<file path="config.mk">
export PLATFORM = sky130hd
export DESIGN_NAME = buf_arbiter
export DESIGN_NICKNAME = d
export VERILOG_FILES = /design/src/rtl/buf_arb_pkg.sv /design/src/rtl/arb_owner.sv /design/src/rtl/arb_access_timer.sv /design/src/rtl/arb_sel_enc.sv /design/src/rtl/buf_arbiter.sv
export SDC_FILE = /design/constraint.sdc
export NUM_CORES = 1
export LEC_CHECK = 0
export BUFFER_PORTS_ARGS = -buffer_cell sky130_fd_sc_hd__buf_2
export CAP_MARGIN = 20
export CELL_PAD_IN_SITES_DETAIL_PLACEMENT = 1
export CELL_PAD_IN_SITES_GLOBAL_PLACEMENT = 2
export CORE_MARGIN = 10
export CORE_UTILIZATION = 24
export DETAILED_ROUTE_END_ITERATION = 12
export PLACE_DENSITY_LB_ADDON = 0.05
export SLEW_MARGIN = 20
export SYNTH_ARGS = -nofsm -noshare
export SYNTH_HDL_FRONTEND = slang
export SYNTH_SLANG_ARGS = --single-unit
export TNS_END_PERCENT = 30
</file>
<file path="constraint.sdc">
create_clock -name clk_i -period 2.2 [get_ports clk_i]
set_input_delay 0.33 -clock clk_i [delete_from_list [all_inputs] [get_ports clk_i]]
set_output_delay 0.33 -clock clk_i [all_outputs]
set_load 0.02 [all_outputs]
</file>
<file path="src/rtl/buf_arb_pkg.sv">
package buf_arb_pkg;
  localparam int NUM_REQ = 3;
  localparam int IDX_CPU = 0;
  localparam int IDX_USB = 1;
  localparam int IDX_COP = 2;
  localparam int SEL_W   = $clog2(NUM_REQ + 1);

  // lowest index wins
  function automatic logic [NUM_REQ-1:0] pick_first(input logic [NUM_REQ-1:0] r);
    logic [NUM_REQ-1:0] v;
    v = '0;
    for (int i = NUM_REQ - 1; i >= 0; i--) begin
      if (r[i]) begin
        v    = '0;
        v[i] = 1'b1;
      end
    end
    return v;
  endfunction
endpackage

</file>
<file path="src/rtl/arb_owner.sv">
module arb_owner
  import buf_arb_pkg::*;
(
  input  logic               clk_i,
  input  logic               rst_ni,
  input  logic [NUM_REQ-1:0] req_i,
  input  logic [NUM_REQ-1:0] rel_i,
  input  logic               rel_allow_i,
  output logic [NUM_REQ-1:0] gnt_o,
  output logic               rel_fire_o
);
  logic [NUM_REQ-1:0] gnt_q, gnt_d;

  always_comb begin
    rel_fire_o = (|(rel_i & gnt_q)) & rel_allow_i;
    gnt_d      = gnt_q;
    if (gnt_q == '0)     gnt_d = pick_first(req_i);
    else if (rel_fire_o) gnt_d = pick_first(req_i & ~gnt_q);
  end

  always_ff @(posedge clk_i or negedge rst_ni) begin
    if (!rst_ni) gnt_q <= '0;
    else         gnt_q <= gnt_d;
  end

  assign gnt_o = gnt_q;

  AST_GNT_ONEHOT: assert property (@(posedge clk_i) disable iff (!rst_ni)
    $onehot0(gnt_o));
  AST_FREE_GRANT: assert property (@(posedge clk_i) disable iff (!rst_ni)
    (gnt_o == '0 && req_i != '0) |=> (gnt_o != '0));
  AST_NO_PREEMPT: assert property (@(posedge clk_i) disable iff (!rst_ni)
    (gnt_o != '0 && (rel_i & gnt_o) == '0) |=> $stable(gnt_o));
  AST_GRANT_REQUESTED: assert property (@(posedge clk_i) disable iff (!rst_ni)
    (gnt_o != '0 && gnt_o != $past(gnt_o)) |-> (($past(req_i) & gnt_o) != '0));
endmodule

</file>
<file path="src/rtl/arb_access_timer.sv">
module arb_access_timer
  import buf_arb_pkg::*;
#(
  parameter int CPU_CYC = 3,
  parameter int DEV_CYC = 1
) (
  input  logic               clk_i,
  input  logic               rst_ni,
  input  logic [NUM_REQ-1:0] gnt_i,
  input  logic [NUM_REQ-1:0] acc_i,
  input  logic               rel_fire_i,
  output logic               busy_o,
  output logic               ready_o,
  output logic               rel_allow_o
);
  localparam int MAX_CYC = (CPU_CYC > DEV_CYC) ? CPU_CYC : DEV_CYC;
  localparam int CNT_W   = $clog2(MAX_CYC + 1);

  logic [CNT_W-1:0] cnt_q, cnt_d;
  logic             start;
  logic             idle_or_last;

  assign idle_or_last = (cnt_q <= CNT_W'(1));
  assign start        = (|(acc_i & gnt_i)) & idle_or_last & ~rel_fire_i;

  always_comb begin
    cnt_d = cnt_q;
    if (start)             cnt_d = gnt_i[IDX_CPU] ? CNT_W'(CPU_CYC) : CNT_W'(DEV_CYC);
    else if (cnt_q != '0)  cnt_d = cnt_q - CNT_W'(1);
  end

  always_ff @(posedge clk_i or negedge rst_ni) begin
    if (!rst_ni) cnt_q <= '0;
    else         cnt_q <= cnt_d;
  end

  assign busy_o      = (cnt_q != '0);
  assign ready_o     = (cnt_q == CNT_W'(1));
  assign rel_allow_o = idle_or_last;

  generate
    if (CPU_CYC >= 2) begin : g_cpu_chk
      AST_CPU_WAIT: assert property (@(posedge clk_i) disable iff (!rst_ni)
        (start && gnt_i[IDX_CPU]) |=> (busy_o && !ready_o));
    end
    if (DEV_CYC == 1) begin : g_dev_chk
      AST_DEV_DONE: assert property (@(posedge clk_i) disable iff (!rst_ni)
        (start && !gnt_i[IDX_CPU]) |=> (busy_o && ready_o));
    end
  endgenerate
  AST_FOREIGN_ACC: assert property (@(posedge clk_i) disable iff (!rst_ni)
    ((acc_i & gnt_i) == '0 && !busy_o) |=> !busy_o);
endmodule

</file>
<file path="src/rtl/arb_sel_enc.sv">
module arb_sel_enc
  import buf_arb_pkg::*;
(
  input  logic [NUM_REQ-1:0] gnt_i,
  output logic [SEL_W-1:0]   sel_o
);
  logic [NUM_REQ-1:0][SEL_W-1:0] term;

  generate
    for (genvar g = 0; g < NUM_REQ; g++) begin : g_term
      assign term[g] = gnt_i[g] ? SEL_W'(g + 1) : '0;
    end
  endgenerate

  always_comb begin
    sel_o = '0;
    for (int i = 0; i < NUM_REQ; i++) sel_o = sel_o | term[i];
  end
endmodule

</file>
<file path="src/rtl/buf_arbiter.sv">
module buf_arbiter
  import buf_arb_pkg::*;
#(
  parameter int CPU_CYC = 3,
  parameter int DEV_CYC = 1
) (
  input  logic               clk_i,
  input  logic               rst_ni,
  input  logic [NUM_REQ-1:0] req_i,
  input  logic [NUM_REQ-1:0] rel_i,
  input  logic [NUM_REQ-1:0] acc_i,
  output logic [NUM_REQ-1:0] gnt_o,
  output logic [SEL_W-1:0]   sel_o,
  output logic               busy_o,
  output logic               ready_o
);
  logic rel_allow;
  logic rel_fire;

  arb_owner u_owner (
    .clk_i      (clk_i),
    .rst_ni     (rst_ni),
    .req_i      (req_i),
    .rel_i      (rel_i),
    .rel_allow_i(rel_allow),
    .gnt_o      (gnt_o),
    .rel_fire_o (rel_fire)
  );

  arb_access_timer #(
    .CPU_CYC(CPU_CYC),
    .DEV_CYC(DEV_CYC)
  ) u_timer (
    .clk_i      (clk_i),
    .rst_ni     (rst_ni),
    .gnt_i      (gnt_o),
    .acc_i      (acc_i),
    .rel_fire_i (rel_fire),
    .busy_o     (busy_o),
    .ready_o    (ready_o),
    .rel_allow_o(rel_allow)
  );

  arb_sel_enc u_sel (
    .gnt_i(gnt_o),
    .sel_o(sel_o)
  );

  AST_SEL_MATCH: assert property (@(posedge clk_i) disable iff (!rst_ni)
    (sel_o == '0) == (gnt_o == '0));
  AST_RELEASE_BLOCKED: assert property (@(posedge clk_i) disable iff (!rst_ni)
    (busy_o && !ready_o) |=> $stable(gnt_o));
endmodule

</file>
=== Word level (Yosys, flattened, before mapping) ===
Index checks and enable logic that the tools add are counted.

* Register bits: 5
* Output and inout bits: 7

* Add/sub/neg operators: 1
* Equality and inequality tests: 1
* Bitwise logic cells: 10
* Mux-type cells: 14
* $lt $le $gt $ge: 1
* Reduce and logical (&&, ||, !) cells: 6

{| class="wikitable"
|+ Operators by type and width
! operator !! count
|-
| 2-to-1 mux 3 bit || 8
|-
| 2-to-1 mux 2 bit || 5
|-
| bitwise AND 3 bit || 3
|-
| nonzero test 2 bit || 3
|-
| OR reduction 3 bit || 2
|-
| OR 2 bit || 2
|-
| bitwise AND 1 bit || 3
|-
| zero test 3 bit || 1
|-
| NOT 3 bit || 1
|-
| == test 2 x 1 -> 1 bit (second input constant) || 1
|-
| less-or-equal comparator 2 x 1 -> 1 bit (second input constant) || 1
|-
| subtractor 2 x 1 -> 2 bit (second input constant) || 1
|-
| 2-to-1 mux 1 bit || 1
|-
| NOT 1 bit || 1
|}

=== Depth between registers and ports, before layout ===
Gate-level depths: netlist (run 1).

* Depth in word-level cells: 7
* Gate-level depth with buffers: 5
* Mapped depth without buffers: 5

=== By module ===
Synthesis (run 1) repeated with hierarchy kept, for this count alone.

* Cell total of the unflattened synthesis: 33
* Area, all modules: 332.8 um^2

{| class="wikitable"
|+ Modules (own cells, without submodules)
! module !! times used !! cells an instance !! area an instance (um^2)
|-
| arb_owner || 1 || 16 || 172.7
|-
| arb_access_timer || 1 || 15 || 147.6
|-
| arb_sel_enc || 1 || 2 || 12.5
|}

=== Least setup slack after synthesis (run 1) ===
OpenSTA, ideal clock, no wires.

* Path type: reg-to-reg
* Start point: register u_owner.gnt_q[0] (netlist: u_owner.gnt_o[0])
* End point: register u_timer.cnt_q[1]
* Library setup time: 0.128 ns
* Path buffers: 0
* Setup slack: 0.641 ns
* Cell stages (with the launch flop): 4
* Data arrival time: 1.431 ns
* Data required time: 2.072 ns
* Clock period less this slack: 1.559 ns
* Cell sequence: dfrtp_1 > a222oi_1 > nor3b_2 > mux2_1

* Cells in the longest elaborated chain, start to end: 6
* Elaborated cells between the ends (all ways): 11
* Classes of those cells: mux (2); bitwise (6); reduce/logical (3)

{| class="wikitable"
|+ Ends and longest elaborated chain
! element !! RTL line !! source
|-
| from (decl) || arb_owner.sv:12 || <nowiki>logic [NUM_REQ-1:0] gnt_q, gnt_d;</nowiki>
|-
| from (signal assigned) || arb_owner.sv:23 || <nowiki>else gnt_q <= gnt_d;</nowiki>
|-
| bitwise AND 3 bit || arb_owner.sv:15 || <nowiki>rel_fire_o = (|(rel_i & gnt_q)) & rel_allow_i;</nowiki>
|-
| OR reduction 3 bit || arb_owner.sv:15 ||
|-
| bitwise AND 1 bit || arb_owner.sv:15 ||
|-
| NOT 1 bit || arb_access_timer.sv:24 || <nowiki>assign start = (|(acc_i & gnt_i)) & idle_or_last & ~rel_fire_i;</nowiki>
|-
| bitwise AND 1 bit || arb_access_timer.sv:24 ||
|-
| 2-to-1 mux 2 bit or nonzero test 2 bit (tied branches) || - ||
|-
| to (signal assigned) || arb_access_timer.sv:34 || <nowiki>else cnt_q <= cnt_d;</nowiki>
|-
| to (decl) || arb_access_timer.sv:19 || <nowiki>logic [CNT_W-1:0] cnt_q, cnt_d;</nowiki>
|}

Several ways; a longest one is shown, not always the timed one.
A chain may end at the register's enable or synchronous reset.

=== Worst setup path after layout (run 1) ===
Ends and elaborated chain as after synthesis.

==> results.json, run 1 <==
{
  "totalWireLength_um": 962,
  "drc": 0,
  "drive_gt1_frac": 0.4510,
  "path_class": "flop to flop",
  "dieHeight_um": 56.39,
  "cts.sinks": 5,
  "finalCritPeriodShare": 0.7314,
  "num_io_pins": 18,
  "cts_htree_levels": 1,
  "synthAdderAreaFrac": 0.07874,
  "ys_warn_count": 0,
  "cts_tree": "yes",
  "port_buffers": 17,
  "layout_commonest_cell": "buf_2",
  "swShare": 0.4523,
  "finalNetCount": 65,
  "crit_path_top_delay_cell": "dfrtp_1",
  "die-area_mm2": 0.003180,
  "synth-compound-area-share": 0.1732,
  "wl_per_cell_um": 14.58,
  "core_mm2": 0.001269,
  "instances_no_fill": 66,
  "worst_path_largest_cell_delay_ps": 450,
  "synthXorXnorAreaFrac": 0.02756,
  "crit_required_ps": 2310,
  "synth.avg_cell_area_um2": 10.96,
  "crit_arrival_ps": 1720,
  "p_sw_mw": 0.3346,
  "cts_inserted_buffers": 3,
  "final_cell_mix": "17 x buf_2, 5 x dfrtp_1, 3 x inv_1, 3 x clkbuf_4",
  "synth_top_family_by_area": "simple AND/OR/NAND/NOR gates",
  "clk_pin_slew_ps": 40,
  "cts.path.max_buffers": 2,
  "min_path_type": "input pin to async pin",
  "start_util": 0.2505,
  "clock-skew-final_ps": 2.933,
  "dp.cells": 61,
  "p_per_area_mw_per_mm2": 1615,
  "yosys.area_share.simple": 0.2244,
  "seqPwrFrac": 0.269,
  "drtIter0Drc": 8,
  "hpwl_um": 808.1,
  "hold_viol_final": 0,
  "max_slew_margin": 0.7370,
  "gp_routability_congestion": 0.6519,
  "rsz0062_at_grt": "false",
  "synth_seq_cells": 5,
  "vias": 319,
  "crit_chain": "a222oi_1, nor3b_2, mux2_1",
  "grt_pass1_wl_um": 1559,
  "pre_cts_ws_ps": 571.9,
  "setup_viol": 0,
  "maxSlewViolCount": 0,
  "first_global_vias": 353,
  "cap_violations": 0,
  "grt_overflow": 0,
  "outcome": "completed",
  "netlist_instances": 29,
  "fmax_mhz": 621.5,
  "die_w_um": 56.39,
  "synthFlopType": "dfrtp_1",
  "clock-root-buffer": "clkbuf_4",
  "syn-cell-area_um2": 317.8,
  "p_clk_frac": 0.139,
  "intPower_mw": 0.4052,
  "n_fill_cell": 152,
  "post_cts_buffers": 0,
  "cp-start-kind": "flop",
  "grtUsageTotal": 0.06197,
  "fin_crit_ps": 1609,
  "postRouteAntennaNets": 0,
  "synth_edf_count": 0,
  "antenna_cells": 0,
  "end_kind": "flop",
  "pwr-share-comb": 0.591,
  "antenna_found_initial": 0,
  "fin_util": 0.3609,
  "clk_latency_ps": 240,
  "path_max_fanout": 8,
  "muxShareOfSynthArea": 0.06693,
  "design_power_total_mw": 0.7398,
  "via_per_inst": 4.833,
  "seq_area_frac_synth": 0.3937,
  "syn2layout_area_growth_pct": 44.09,
  "first_pass_iters": 4,
  "vdd_drop_max_v": 0.0005248,
  "p_leak_nw": 0.2376,
  "worst_pin_slew_ps": 394.5,
  "tns_ps": 0,
  "worst_slack_ps": 590.9,
  "cts_resized": 0,
  "grt_max_degree": 9,
  "synthArstFlopShare": 1.000,
  "synth_nets": 42,
  "synth_cell_types": 17,
  "row_count": 13
}
-- cell usage after synthesis (all sizes together) (2+ instances only) --
cell type	instances	area, um^2
a222oi	2	20.02
nand2b	2	12.51
dfrtp	5	125.1
nor2b	2	12.51
nor3b	2	20.02
or2	3	18.77
a32o	2	20.02
inv	3	11.26
ha	2	25.02
-- registers in the layout, summed over array words and instances, names as in the netlist --
signal	count
u_owner.gnt_o	3
u_timer.cnt_q	2
-- metal layers --
layer / vias up / global-route usage / share of wire / wire (um)
li1: 152 / - / - / -
met1: 156 / 0.05970 / 0.40 / 383
met2: 9 / 0.1094 / 0.54 / 518
met3: 2 / 0.02697 / 0.055 / 53
met4: 0 / 0.03093 / 0.0062 / 6
met5: - / 0 / 0 / 0
-- cell families (layout without fill, tap and decap cells) --
group                    after synthesis  count (layout)
AND/OR/NAND/NOR                       10              10
adder cells (fa/ha/maj)                2               2
multiplexers                           2               2
buffers and inverters                  3              25
XOR/XNOR                               1               1
flip-flops                             5               5
AO/OA/AOI/OAI                          6               6
-- timing repair --
item,CTS,global route
hold buffers,1,0
endpoints found under the hold margin,5,0
endpoints found under the setup margin,0,0
-- cell type report --
cell class	count	area, um^2	area share
clock buffers	4	26.28	0.05738
inverters	3	11.26	0.02459
multi-input cells	21	181.4	0.3962
flip-flops and latches	5	125.1	0.2732
well taps	15	18.77	0.04098
repair buffers	18	95.09	0.2077
-- power by group through the flow --
stage | combinational, mW | clock [mW] | sequential [mW]
after floorplan | 0.295 | 0 | 0.215
after global placement | 0.446 | 0 | 0.197
after detailed placement | 0.450 | 0 | 0.202
after CTS | 0.454 | 0.109 | 0.201
after global routing | 0.482 | 0.121 | 0.212
final | 0.438 | 0.103 | 0.199
-- path summary, 6_finish.rpt --
kind                       slack, ps        startpoint  cells after the start                to
setup reg to reg                 590  u_owner.gnt_o[0]                      3  u_timer.cnt_q[1]
hold / removal                   440            rst_ni                      2  u_owner.gnt_o[0]
setup / recovery                 590  u_owner.gnt_o[0]                      3  u_timer.cnt_q[1]
max in group asynchronous       1640            rst_ni                      2  u_owner.gnt_o[1]
min in group clk_i               470          req_i[0]                      3  u_owner.gnt_o[0]
hold reg to reg                  550  u_timer.cnt_q[0]                      2  u_timer.cnt_q[0]
-- critical path: cells and delay by family, from the launching register on --
kind	cells	cell delay, ps
muxes	1	340
and+or+nand+nor	1	260
AOI/OAI and AO/OA	1	440
DFF	1	450
-- stage by stage --
| stage | area (um^2) | hold slack [ps] |
|---|---|---|
| floorplan | 317.8 | 34.41 |
| global placement | 421.7 | 143.8 |
| detailed placement | 421.7 | 145.5 |
| CTS | 457.9 | 424.2 |
| global route | 457.9 | 434.9 |
| finish | 457.9 | 435.8 |
Note: power is estimated with default switching activity, not from simulation.
==> inputs of run 2 (changes only) <==
- CORE_UTILIZATION: 24 -> 20
- clock period: 2.2 -> 1.35 ns (I/O delays scaled with it)
==> run 2 against run 1 <==
Against the previous run: wire length rose by 13%; critical endpoint unchanged; the flow now finishes with violations (negative setup slack); sequential share of layout area decreased by 5.7 points; largest power group unchanged; via count is 8.2% higher; hold slack got worse by 140 ps; cell count up 18%.
==> results.json, run 2 (synthesis gave the netlist of run 1 again) <==
{
  "outcome": "finished with violations",
  "end_kind": "flop",
  "largest_reg_flops": 3,
  "design_power_total_mw": 1.628,
  "die_w_um": 59.86,
  "violations": "negative setup slack",
  "min_path_type": "input pin to async pin",
  "num_io_pins": 18,
  "first_global_vias": 401,
  "finalCritPeriodShare": 1.120,
  "port_buffers": 17,
  "gp_routability_congestion": 0.7048,
  "layout_commonest_cell": "buf_2",
  "clock-root-buffer": "clkbuf_4",
  "row_count": 14,
  "hpwl_um": 926.5,
  "path_class": "flop to flop",
  "finalNetCount": 76,
  "die-area_mm2": 0.003583,
  "antenna_found_initial": 0,
  "grt_pass1_wl_um": 1773,
  "p_leak_nw": 0.2989,
  "postRouteAntennaNets": 0,
  "instances_no_fill": 78,
  "drive_gt1_frac": 0.6613,
  "antenna_cells": 0,
  "multi_input_area_um2": 202.7,
  "cap_violations": 0,
  "clock-skew-final_ps": 0.2193,
  "grt_overflow": 0,
  "cts_tree": "yes",
  "crit_arrival_ps": 1630,
  "clk_pin_slew_ps": 40,
  "r2r-start": "u_owner.gnt_o[0]",
  "grt_max_degree": 6,
  "grtUsageTotal": 0.06647,
  "maxSlewViolCount": 0,
  "fin_util": 0.3920,
  "tns_ps": -382.3,
  "first_pass_iters": 4,
  "cts_htree_levels": 1,
  "cts.sinks": 5,
  "dieHeight_um": 59.86,
  "crit_required_ps": 1470,
  "core_mm2": 0.001506,
  "p_per_area_mw_per_mm2": 2756,
  "final_cell_mix": "14 x buf_2, 10 x buf_4, 4 x buf_6, 3 x clkbuf_4, 3 x dfrtp_1",
  "start_util": 0.2110,
  "drc": 0,
  "worst_slack_ps": -162.3,
  "max_slew_margin": 0.7550,
  "r2r-end": "u_timer.cnt_q[1]",
  "wl_per_cell_um": 13.96,
  "drtIter0Drc": 5,
  "vias": 345,
  "worst_pin_slew_ps": 367.5,
  "fmax_mhz": 661.3,
  "cts_inserted_buffers": 3,
  "hold_viol_final": 0,
  "rsz0062_at_grt": "true",
  "setup_viol": 7,
  "n_fill_cell": 188,
  "syn2layout_area_growth_pct": 85.83,
  "path_max_fanout": 3,
  "vdd_drop_max_v": 0.0008341,
  "regToRegSetupSlack_ps": -160,
  "dp.cells": 70,
  "totalWireLength_um": 1089,
  "via_per_inst": 4.423,
  "cp-start-kind": "flop",
  "reg2reg_depth": 3,
  "hold_slack_ps": 299.5,
  "clk_latency_ps": 240,
  "fin_crit_ps": 1512,
  "cts.path.max_buffers": 2,
  "regArea_um2": 127.6
}
run 2: changes by cell type in the layout (fill, tap and decap cells not counted), sizes merged:
cell,before,now
buf,17,28
run 2: how the worst max path moves through the flow:
stage / startpoint / to / slack, ps / depth (start not counted)
2_1_floorplan: u_owner.gnt_o[0] / u_timer.cnt_q[1] / -190 / 3
3_3_place_gp: u_owner.gnt_o[0] / u_timer.cnt_q[1] / -130 / 3
3_5_place_dp: u_owner.gnt_o[0] / u_timer.cnt_q[1] / -210 / 3
4_1_cts: u_owner.gnt_o[0] / u_timer.cnt_q[1] / -180 / 3
5_1_grt: u_owner.gnt_o[0] / u_timer.cnt_q[1] / -250 / 3
6_report: u_owner.gnt_o[0] / u_timer.cnt_q[1] / -160 / 3
run 2: through the flow:
step	instance area (um^2)	setup WS [ps]
6_report	590.6	-162.3
5_1_grt	590.6	-247.1
4_1_cts	579.3	-182.5
3_5_place_dp	485.5	-211.0
3_3_place_gp	485.5	-131.4
2_1_floorplan	320.3	-192.9
run 2: timing repair:
item | CTS | global route
gates resized for setup | 9 | 6
hold endpoints to repair | 5 | 0
hold buffers | 1 | 0
setup buffers | 3 | 0
pin swaps | 2 | 0
endpoints found under the setup margin | 7 | 9
run 2: layout make-up:
cell class                      count  area share
Multi-Input combinational cell     21      0.3432
Clock buffer                        4     0.04449
Inverter                            3     0.02331
Tap cell                           16     0.03390
Timing Repair Buffer               29      0.3390
Sequential cell                     5      0.2161
run 2: critical path, cell delays in order (launching register included):
cell      delay (ps)
dfrtp_2          410
a222oi_1         390
nor3b_2          260
mux2_1           330
run 2: per-layer routing:
layer,global-route usage,routed length (um),vias to the layer above
met4,0.04808,0,0
met3,0.03602,111,0
met5,0,0,-
li1,-,-,174
met2,0.1000,512,11
met1,0.06826,465,160
run 2: report_power, final:
part           leakage, nW  internal [mW]  switching (mW)  total, mW
Combinational        0.226          0.623           0.535       1.16
Clock               0.0150          0.112          0.0624      0.174
Sequential          0.0584          0.234          0.0617      0.296
